<file path="config.mk">
export PLATFORM = sky130hd
export DESIGN_NAME = vw_link
export DESIGN_NICKNAME = d
export VERILOG_FILES = /design/src/rtl/vw_pkg.sv /design/src/rtl/vw_sched.sv /design/src/rtl/vw_tx_loop.sv /design/src/rtl/vw_rx_loop.sv /design/src/rtl/vw_link.sv
export SDC_FILE = /design/constraint.sdc
export NUM_CORES = 1
export LEC_CHECK = 0
export BUFFER_PORTS_ARGS = -buffer_cell sky130_fd_sc_hd__buf_2
export CAP_MARGIN = 20
export CELL_PAD_IN_SITES_DETAIL_PLACEMENT = 0
export CELL_PAD_IN_SITES_GLOBAL_PLACEMENT = 2
export CORE_MARGIN = 5
export CORE_UTILIZATION = 30
export DETAILED_ROUTE_END_ITERATION = 8
export PLACE_DENSITY = 0.9
export SLEW_MARGIN = 20
export SYNTH_ARGS = -nofsm -noshare
export SYNTH_HDL_FRONTEND = slang
export SYNTH_SLANG_ARGS = --single-unit
</file>
<file path="constraint.sdc">
create_clock -name clk -period 3 [get_ports clk]
set_input_delay 0.75 -clock clk [delete_from_list [all_inputs] [get_ports clk]]
set_output_delay 0.75 -clock clk [all_outputs]
set_load 0.02 [all_outputs]
</file>
<file path="src/rtl/vw_pkg.sv">
// Package: shared types and helpers for the virtual wire link.
// Assumes: nothing beyond the 1800-2017 language.
package vw_pkg;

    // Which sub-interval of a phase the link is in.
    typedef enum logic {
        IV_EVAL = 1'b0,
        IV_COMM = 1'b1
    } interval_e;

    // Width of an index that must count to n-1, never below one bit.
    function automatic int unsigned idx_bits(input int unsigned n);
        return (n <= 1) ? 1 : $clog2(n);
    endfunction

endpackage

</file>
<file path="src/rtl/vw_sched.sv">
// Module: vw_sched
// Produces the static phase schedule. It counts fast-clock cycles inside
// a phase, steps the phase number, and decodes the load, communicate,
// end-of-phase and emulation-tick strobes from those two counters.
// Assumes: EVAL_CYC >= 1 and K >= 1, so a phase is at least two cycles.
module vw_sched
    import vw_pkg::*;
#(
    parameter int unsigned NPH      = 4,
    parameter int unsigned K        = 4,
    parameter int unsigned EVAL_CYC = 2,
    parameter int unsigned PW       = 2,
    parameter int unsigned SW       = 3
) (
    input  logic          clk,
    input  logic          rst_n,
    output logic [PW-1:0] phase_o,
    output interval_e     ival_o,
    output logic          load_o,
    output logic          last_o,
    output logic          tick_o
);

    localparam int unsigned PLEN = EVAL_CYC + K;

    logic [SW-1:0] sub_q;
    logic [PW-1:0] phase_q;

    // Purpose: advance the sub-cycle counter and wrap the phase number.
    always_ff @(posedge clk) begin
        if (!rst_n) begin
            sub_q   <= '0;
            phase_q <= '0;
        end else if (sub_q == SW'(PLEN - 1)) begin
            sub_q   <= '0;
            phase_q <= (phase_q == PW'(NPH - 1)) ? '0 : phase_q + 1'b1;
        end else begin
            sub_q   <= sub_q + 1'b1;
        end
    end

    // Purpose: decode interval and strobes from the counters.
    always_comb begin
        ival_o  = (sub_q >= SW'(EVAL_CYC)) ? IV_COMM : IV_EVAL;
        load_o  = (sub_q == SW'(EVAL_CYC - 1));
        last_o  = (sub_q == SW'(PLEN - 1));
        tick_o  = last_o && (phase_q == PW'(NPH - 1));
        phase_o = phase_q;
    end

endmodule

</file>
<file path="src/rtl/vw_tx_loop.sv">
// Module: vw_tx_loop
// Outgoing shift loop. It loads the slice of the current phase in parallel
// on the load strobe, then shifts it out least significant bit first
// while communication is enabled. The wire is held low outside
// communication.
// Assumes: K >= 2; the load strobe never coincides with communication.
module vw_tx_loop
#(
    parameter int unsigned NPH = 4,
    parameter int unsigned K   = 4,
    parameter int unsigned PW  = 2
) (
    input  logic             clk,
    input  logic             rst_n,
    input  logic [NPH*K-1:0] tx_vec,
    input  logic [PW-1:0]    phase,
    input  logic             load,
    input  logic             comm,
    output logic             wire_o
);

    logic [K-1:0] slice;
    logic [K-1:0] sreg_q;

    // Purpose: select the slice scheduled for the current phase.
    always_comb begin
        slice = '0;
        for (int p = 0; p < int'(NPH); p++) begin
            if (phase == PW'(p)) slice = tx_vec[p*K +: K];
        end
    end

    // Purpose: parallel load, then shift toward bit 0 during communication.
    always_ff @(posedge clk) begin
        if (!rst_n) begin
            sreg_q <= '0;
        end else if (load) begin
            sreg_q <= slice;
        end else if (comm) begin
            sreg_q <= {1'b0, sreg_q[K-1:1]};
        end
    end

    // Purpose: drive the wire only inside communication intervals.
    always_comb wire_o = comm & sreg_q[0];

endmodule

</file>
<file path="src/rtl/vw_rx_loop.sv">
// Module: vw_rx_loop
// Incoming shift loop. It shifts the wire in at the top while communication
// is enabled. At the end of a phase it copies the completed word into
// that phase's slice of the received vector, which then holds until
// the same phase comes round again.
// Assumes: K >= 2; last is high only in a communication cycle.
module vw_rx_loop
#(
    parameter int unsigned NPH = 4,
    parameter int unsigned K   = 4,
    parameter int unsigned PW  = 2
) (
    input  logic             clk,
    input  logic             rst_n,
    input  logic             wire_i,
    input  logic [PW-1:0]    phase,
    input  logic             comm,
    input  logic             last,
    output logic [NPH*K-1:0] rx_vec
);

    logic [K-1:0] rsh_q;
    logic [K-1:0] rsh_nxt;

    // Purpose: next shift word, with the newest bit entering at the top.
    always_comb rsh_nxt = {wire_i, rsh_q[K-1:1]};

    // Purpose: accumulate bits during communication.
    always_ff @(posedge clk) begin
        if (!rst_n) begin
            rsh_q <= '0;
        end else if (comm) begin
            rsh_q <= rsh_nxt;
        end
    end

    for (genvar p = 0; p < NPH; p++) begin : g_slot
        logic [K-1:0] hold_q;

        // Purpose: latch the completed word at the end of phase p.
        always_ff @(posedge clk) begin
            if (!rst_n) begin
                hold_q <= '0;
            end else if (last && (phase == PW'(p))) begin
                hold_q <= rsh_nxt;
            end
        end

        assign rx_vec[p*K +: K] = hold_q;
    end

endmodule

</file>
<file path="src/rtl/vw_link.sv">
// Module: vw_link (top)
// One partition's end of a phase-scheduled virtual wire. It ties together
// the schedule, the outgoing loop and the incoming loop.
// Assumes: NPH >= 1, K >= 2, EVAL_CYC >= 1; the far partition runs the
// same schedule in lock-step from the same reset.
module vw_link
    import vw_pkg::*;
#(
    parameter int unsigned NPH      = 4,
    parameter int unsigned K        = 4,
    parameter int unsigned EVAL_CYC = 2
) (
    input  logic                           clk,
    input  logic                           rst_n,
    input  logic [NPH*K-1:0]               tx_vec,
    input  logic                           wire_in,
    output logic                           wire_out,
    output logic [NPH*K-1:0]               rx_vec,
    output logic [idx_bits(NPH)-1:0]       phase_idx,
    output logic                           comm_en,
    output logic                           emu_tick
);

    localparam int unsigned PW = idx_bits(NPH);
    localparam int unsigned SW = idx_bits(EVAL_CYC + K);

    interval_e     ival;
    logic          load;
    logic          last;
    logic [PW-1:0] phase;

    vw_sched #(.NPH(NPH), .K(K), .EVAL_CYC(EVAL_CYC), .PW(PW), .SW(SW)) u_sched (
        .clk    (clk),
        .rst_n  (rst_n),
        .phase_o(phase),
        .ival_o (ival),
        .load_o (load),
        .last_o (last),
        .tick_o (emu_tick)
    );

    // Purpose: the enable gates both shifting and capture.
    always_comb comm_en = (ival == IV_COMM);

    vw_tx_loop #(.NPH(NPH), .K(K), .PW(PW)) u_tx (
        .clk   (clk),
        .rst_n (rst_n),
        .tx_vec(tx_vec),
        .phase (phase),
        .load  (load),
        .comm  (comm_en),
        .wire_o(wire_out)
    );

    vw_rx_loop #(.NPH(NPH), .K(K), .PW(PW)) u_rx (
        .clk   (clk),
        .rst_n (rst_n),
        .wire_i(wire_in),
        .phase (phase),
        .comm  (comm_en),
        .last  (last),
        .rx_vec(rx_vec)
    );

    assign phase_idx = phase;

endmodule

</file>
==> metrics.txt, run 1 <==
count of unique library cells instantiated by Yosys 31; first-pass GRT wire length 5747 µm; Max Slew Vio Count 0; synth warn 0; initial antenna violation count 0; worst hold path type flop to flop; Yosys reg bits 28; post-layout util around 38%; hpwl dp about 2500 µm; n_diodes 0; Crit. End Element primary output; htree depth 1; Avg Inst Size Synth around 8.4 µm²; f_max 0.4032 GHz; outcome finished, final reports clean; Worst-path clk slew roughly 100 ps; Clk pwr share a little under two fifths; clock buffer depth 2; Detailed Route Iter0 Violations 86; Post-synth top flop dfxtp_1; final hold slack approximately 460 ps; layout cells sized above 1 approximately a quarter; crit path to wire_out; Mapped Nets 188; Ports 40; depth of the most critical reg-to-reg path 6; RSZ-0062 raised after global routing no; top cell type's share of synthesized area slightly above 40%; Chip Height approximately 77 µm; CTS tree done; xor/xnor cell area share of the yosys netlist 0%; synth top area cells dfxtp_1 41%, a21boi_0 11%, nand2_1 10%; via count between 1,000 and 1,500; Die W 77.18 µm; Post-CTS Hold Buffers 0; sequential share of power slightly above 50%; pwr dens between 400 and 500 nW/µm²; DRT Wirelength approximately 3300 µm; crit-path max FO 8; Initial Utilization between 30% and 40%; Pleak between 0.6 and 0.7 nW; P_int between 600 and 700 µW; Layout Skew 4.620 ps; cts bufs inserted 3; setup repair bufs after CTS 0; Max Cap Viol 0; switching share of power a little under a quarter; Setup crit start kind flop; mux cell area share after synthesis 0%; clock latency on the worst-skew pair 280 ps; Sink Count 28; Clock Root Buffer clkbuf_8; nets@finish 224; Final Hold Fails 0; Compound-Gate Fraction of Synth Area 20.79%; worst setup path start u_sched.sub_q[0]; P_sw 184.1 µW; Avg WL per Cell 13.21 µm; commonest non-fill, non-tap cells in the layout 39 x buf_2, 36 x nand2_1, 28 x dfxtp_1; vias in the first global route between 1,000 and 1,500; final worst-path cycle share between 80 and 90%; category of the most critical setup path flop to primary output; drt via density ~4.8; Seq/Total Area, Yosys between 40 and 50%; Resized cells post-CTS 0; Gate power share about an eighth; Max IR drop VDD 279.3 µV; IO buf count 39; minimum clock period 2480 ps; number of fill cells ~480; setup violators final 0; R2R Setup Slk 1360 ps; Adder-Cell Fraction of Synth Area under 10%; Final TNS setup 0 ps; DRC 0; GR Overflow Total 0; Synth area leader dfxtp_1; Cell Area, Synth ~1400 µm²; CORE AREA 4354 µm²; ANT nets after route 0; commonest non-fill, non-tap cell in the layout buf_2; Mapped Cells 162; Worst EP required 2250 ps; P&R area growth vs syn 20.61%; Post-synth EDFFs 0; max_slew headroom 69.37%; Post-Synth Simple-Gate Area between 20% and 30%; worst slew pin tran 459.4 ps; worst reg2reg endpoint u_tx.sreg_q[2]; TritonRoute pass-1 iters 4; asr flop ratio synth 0%; GRT Total Usage 11.74%; FF-to-FF Start u_sched.phase_o[0]; die area between 5000 and 6000 µm²; GPL Wtd Cong 0.7680; largest family of logic cells by synthesized area simple AND/OR/NAND/NOR gates; WP data arrival about 1700 ps; site row count 24; largest net degree at the start of global routing 28
power by group through the flow:
stage / sequential [mW] / combinational [mW] / clock (mW)
after floorplan: 0.405 / 0.0651 / 0
after global routing: 0.403 / 0.111 / 0.321
final: 0.399 / 0.0935 / 0.297
after CTS: 0.400 / 0.0964 / 0.308
after global placement: 0.408 / 0.0950 / 0
after detailed placement: 0.408 / 0.0956 / 0
layer usage:
metal  vias to the layer above  global-route usage (%)  share of wire [%]
li1                        619                       -                  -
met1                       541                   15.67                 46
met2                        31                   18.01                 47
met5                         -                       0                  0
met4                         0                   2.921               0.58
met3                         2                   4.098                6.2
worst min-delay path by stage:
stage          slack (ps)  cells after the start                       end                      from
2_1_floorplan         430                      1          u_sched.sub_q[0]          u_sched.sub_q[0]
3_3_place_gp          440                      2  u_rx.g_slot[2].hold_q[3]  u_rx.g_slot[2].hold_q[3]
3_5_place_dp          450                      2  u_rx.g_slot[0].hold_q[0]  u_rx.g_slot[0].hold_q[0]
4_1_cts               470                      2  u_rx.g_slot[0].hold_q[0]  u_rx.g_slot[0].hold_q[0]
5_1_grt               480                      2  u_rx.g_slot[0].hold_q[2]  u_rx.g_slot[0].hold_q[2]
6_report              460                      2  u_rx.g_slot[0].hold_q[0]  u_rx.g_slot[0].hold_q[0]
cell type report:
type / instances / area, µm² / area share (%)
multi-input cells: 118 / 710.7 / 43.52
flip-flops and latches: 28 / 560.5 / 34.33
repair buffers: 39 / 195.2 / 11.95
well taps: 52 / 65.06 / 3.985
clock buffers: 3 / 41.29 / 2.529
clock inverters: 1 / 30.03 / 1.839
inverters: 8 / 30.03 / 1.839
cell families after synthesis:
| kind of cell | count (synthesis) |
|---|---|
| AND/OR/NAND/NOR | 71 |
| buffers and inverters | 16 |
| flip-flops | 28 |
| adder cells (fa/ha/maj) | 7 |
| AO/OA/AOI/OAI | 40 |
stage by stage:
stage,instances,power (mW),area [µm²],worst slack (ps)
floorplan,162,0.4698,1354,910.5
global placement,245,0.5027,1562,849.1
detailed placement,245,0.5036,1562,818.9
CTS,249,0.8039,1633,482.7
global route,249,0.8341,1633,312.0
finish,249,0.7902,1633,519.8
synth_stat cells, types with 3 or more instances:
cell / n
nand2_1: 36
dfxtp_1: 28
a21boi_0: 19
nand3_1: 16
inv_1: 8
ha_1: 7
o21ai_0: 6
nor2_1: 5
a21oi_1: 4
nand2b_1: 3
nand3b_1: 3
o221ai_1: 3
registers in the layout, summed over array words and instances, names as in the netlist:
| name | flops |
|---|---|
| u_rx.g_slot.hold_q | 16 |
| u_tx.sreg_q | 4 |
| u_rx.rsh_q | 3 |
| u_sched.sub_q | 3 |
| u_sched.phase_o | 2 |
worst max-delay path: stages, from the launching register on:
cell and delay [ps]:
dfxtp_1 390, inv_1 70, ha_1 220, nor3_4 310, inv_1 140, and2_1 170, buf_2 150
Power figures use the tool's default switching activity.
==> run 2: changes to the inputs <==
--- a/config.mk
+++ b/config.mk
@@ -5,14 +5,15 @@
 export SDC_FILE = /design/constraint.sdc
 export NUM_CORES = 1
 export LEC_CHECK = 0
+export ABC_AREA = 1
 export BUFFER_PORTS_ARGS = -buffer_cell sky130_fd_sc_hd__buf_2
 export CAP_MARGIN = 20
 export CELL_PAD_IN_SITES_DETAIL_PLACEMENT = 0
 export CELL_PAD_IN_SITES_GLOBAL_PLACEMENT = 2
 export CORE_MARGIN = 5
-export CORE_UTILIZATION = 30
+export CORE_UTILIZATION = 27
 export DETAILED_ROUTE_END_ITERATION = 8
-export PLACE_DENSITY = 0.9
+export PLACE_DENSITY = 0.86
 export SLEW_MARGIN = 20
 export SYNTH_ARGS = -nofsm -noshare
 export SYNTH_HDL_FRONTEND = slang
==> constraint.sdc (replaced) <==
create_clock -name clk -period 2.3 [get_ports clk]
set_input_delay 0.575 -clock clk [delete_from_list [all_inputs] [get_ports clk]]
set_output_delay 0.575 -clock clk [all_outputs]
set_load 0.02 [all_outputs]
==> run 2 against run 1 <==
Effect of this change:
- clock power grew 31%
- synthesized area grew 0.92%
- wire length grew 2.9%
- sequential power grew 36%
- clock skew shrank 3.3 ps
- combinational power grew 87%
- register-to-register slack lost 470 ps
- global-route usage shrank 0.73 points
- worst hold slack is essentially flat
- via count grew 5.8%
- clock-buffer cell count is the same
- critical path type unchanged
==> metrics.txt, run 2 <==
critical path's largest stage delay ~350 ps; Max Slew Vio Count 0; Setup crit start kind flop; f_max about 0.46 GHz; nets@finish 252; Cell Area, Synth ~1400 µm²; count of unique library cells instantiated by Yosys 21; Max IR drop VDD between 300 and 400 µV; delay-heaviest family, CP buffers and inverters; Post-synth top cells 50 x nand2_1, 28 x dfxtp_1, 25 x a21oi_1, 19 x nor2_1, 17 x nand3_1; hpwl dp 2566 µm; synth top area cells dfxtp_1 41%, nand2_1 14%, a21oi_1 9.2%; most common cell in the netlist nand2_1; Final TNS setup 0 ps; critical path's slowest cell dfxtp_1; Avg Inst Size Synth around 7.3 µm²; minimum clock period roughly 2200 ps; Detailed Route Iter0 Violations between 80 and 90; Avg WL per Cell between 10 and 15 µm; Resized cells post-CTS 0; DRC 0; worst hold path type flop to flop; GRT Total Usage 11.01%; P&R area growth vs syn 22.80%; Multi-input gate area 678.2 µm²; largest net degree at the start of global routing 19; clock buffer depth 2; cts bufs inserted 3; asr flop ratio synth 0%; layout cells sized above 1 about 24%; number of fill cells between 500 and 600; vias in the first global route ~1,200; Yosys reg bits 28; Mapped Cells ~190; Crit. End Element primary output; max_slew headroom 76.19%; DRT Wirelength approximately 3400 µm; Clock Root Buffer clkbuf_8; setup violators final 0; Biggest register u_rx.g_slot.hold_q; htree depth 1; Synth area leader dfxtp_1; RSZ-0062 raised after global routing no; most frequent CP cell nand2_4; Adder-Cell Fraction of Synth Area under 10%; max FFs per register 16; clock latency on the worst-skew pair roughly 270 ps; Mapped Nets between 200 and 250; commonest non-fill, non-tap cell in the layout nand2_1; final hold slack between 400 and 500 ps; worst slew pin tran ~360 ps; die area between 6000 and 7000 µm²; Die W about 81 µm; WP data arrival about 1600 ps; Post-CTS Hold Buffers 0; Post-synth top flop dfxtp_1; CORE AREA just under 5000 µm²; CP cell instances inv_1 -> ha_1 -> nand2_4 -> inv_6 -> nand2_4 -> clkinv_4 -> buf_2; total power 1.106 mW; via count 1,262; initial antenna violation count 0; Compound-Gate Fraction of Synth Area between 10% and 20%; mux cell area share after synthesis 0%; Seq/Total Area, Yosys ~41%; final worst-path cycle share a little over nine tenths; Max Cap Viol 0; Ports 40; TritonRoute pass-1 iters 4; CP Buf/Inv Count 4; pwr dens 659.0 nW/µm²; commonest non-fill, non-tap cells in the layout 50 x nand2_1, 39 x buf_2, 28 x dfxtp_1; Chip Height just over 80 µm; outcome finished, final reports clean; GPL Wtd Cong around 0.75; site row count 25; FF/Latch Area around 560 µm²; n_diodes 0; CTS tree done; largest family of logic cells by synthesized area simple AND/OR/NAND/NOR gates; final worst slack between 100 and 150 ps; Layout Skew ~1.3 ps; ANT nets after route 0; Post-Place Setup Slack ~450 ps; Sink Count 28; setup repair bufs after CTS 0; category of the most critical setup path flop to primary output; crit-path max FO 16; Pleak 0.8023 nW; Post-Synth Simple-Gate Area about 30%; synth warn 0; top cell type's share of synthesized area a little over 40%; first-pass GRT wire length ~5700 µm; Initial Utilization 28.36%; Final Hold Fails 0; Worst EP required around 1700 ps; xor/xnor cell area share of the yosys netlist 0.6410%; Post-synth EDFFs 0; GR Overflow Total 0; IO buf count 39; drt via density between 4 and 5; top flop regs u_rx.g_slot.hold_q x16, u_tx.sreg_q x4; Worst-path clk slew around 100 ps
run 2: changes by cell type after synthesis, moves of 3 or more:
cell      change
a21boi_0     -19
a21oi_1      +21
inv_1         +7
inv_2         +4
nand2_1      +14
nand2_4       +3
nand2b_1      -3
nand3b_1      -3
nor2_1       +14
o21ai_1       +3
o221ai_1      -3
run 2: path summary, 6_finish.rpt:
check        cells past startpoint                  endpoint                      from  slack [ps]
max                              7                  emu_tick          u_sched.sub_q[1]         120
min                              2  u_rx.g_slot[0].hold_q[0]  u_rx.g_slot[0].hold_q[0]         460
max reg2reg                      7            u_tx.sreg_q[3]        u_sched.phase_o[0]         890
min reg2reg                      2  u_rx.g_slot[0].hold_q[0]  u_rx.g_slot[0].hold_q[0]         460
run 2: cell type report:
| type | instances | area share, % |
|---|---|---|
| inverter | 21 | 5.295 |
| sequential | 28 | 33.41 |
| tap | 67 | 4.996 |
| multi-input combinational | 133 | 40.42 |
| clock buffer | 3 | 2.461 |
| clock inverter | 1 | 1.790 |
| timing repair buffer | 39 | 11.63 |
run 2: metrics by stage:
| stage | utilization, % | instances | instance area [µm²] |
|---|---|---|---|
| floorplan | - | 187 | 1366 |
| global placement | 33.35 | 288 | 1607 |
| detailed placement | 33.35 | 288 | 1607 |
| CTS | 34.83 | 292 | 1678 |
| global route | 34.83 | 292 | 1678 |
| finish | 34.83 | 292 | 1678 |
run 2: routing by layer:
metal / global-route usage [%] / up-vias / wire [µm]
met3: 3.104 / 2 / 172
met5: 0 / - / 0
met2: 18.23 / 26 / 1520
li1: - / 680 / -
met1: 14.79 / 554 / 1682
met4: 1.014 / 0 / 10
run 2: kinds of logic after synthesis:
kind of cell | Yosys count
buffers and inverters | 26
adder cells (fa/ha/maj) | 7
AND/OR/NAND/NOR | 91
XOR/XNOR | 1
flip-flops | 28
AO/OA/AOI/OAI | 34
run 2: where the power goes:
group	internal, mW	total, mW	leakage, nW	switching (mW)
Clock	0.233	0.389	0.0357	0.156
Combinational	0.0645	0.175	0.539	0.110
Sequential	0.512	0.542	0.228	0.0301
run 2: worst min-delay path, stage by stage, from the launching register on:
cell and delay, ps:
dfxtp_1 320, nand2_1 60, a21oi_1 50
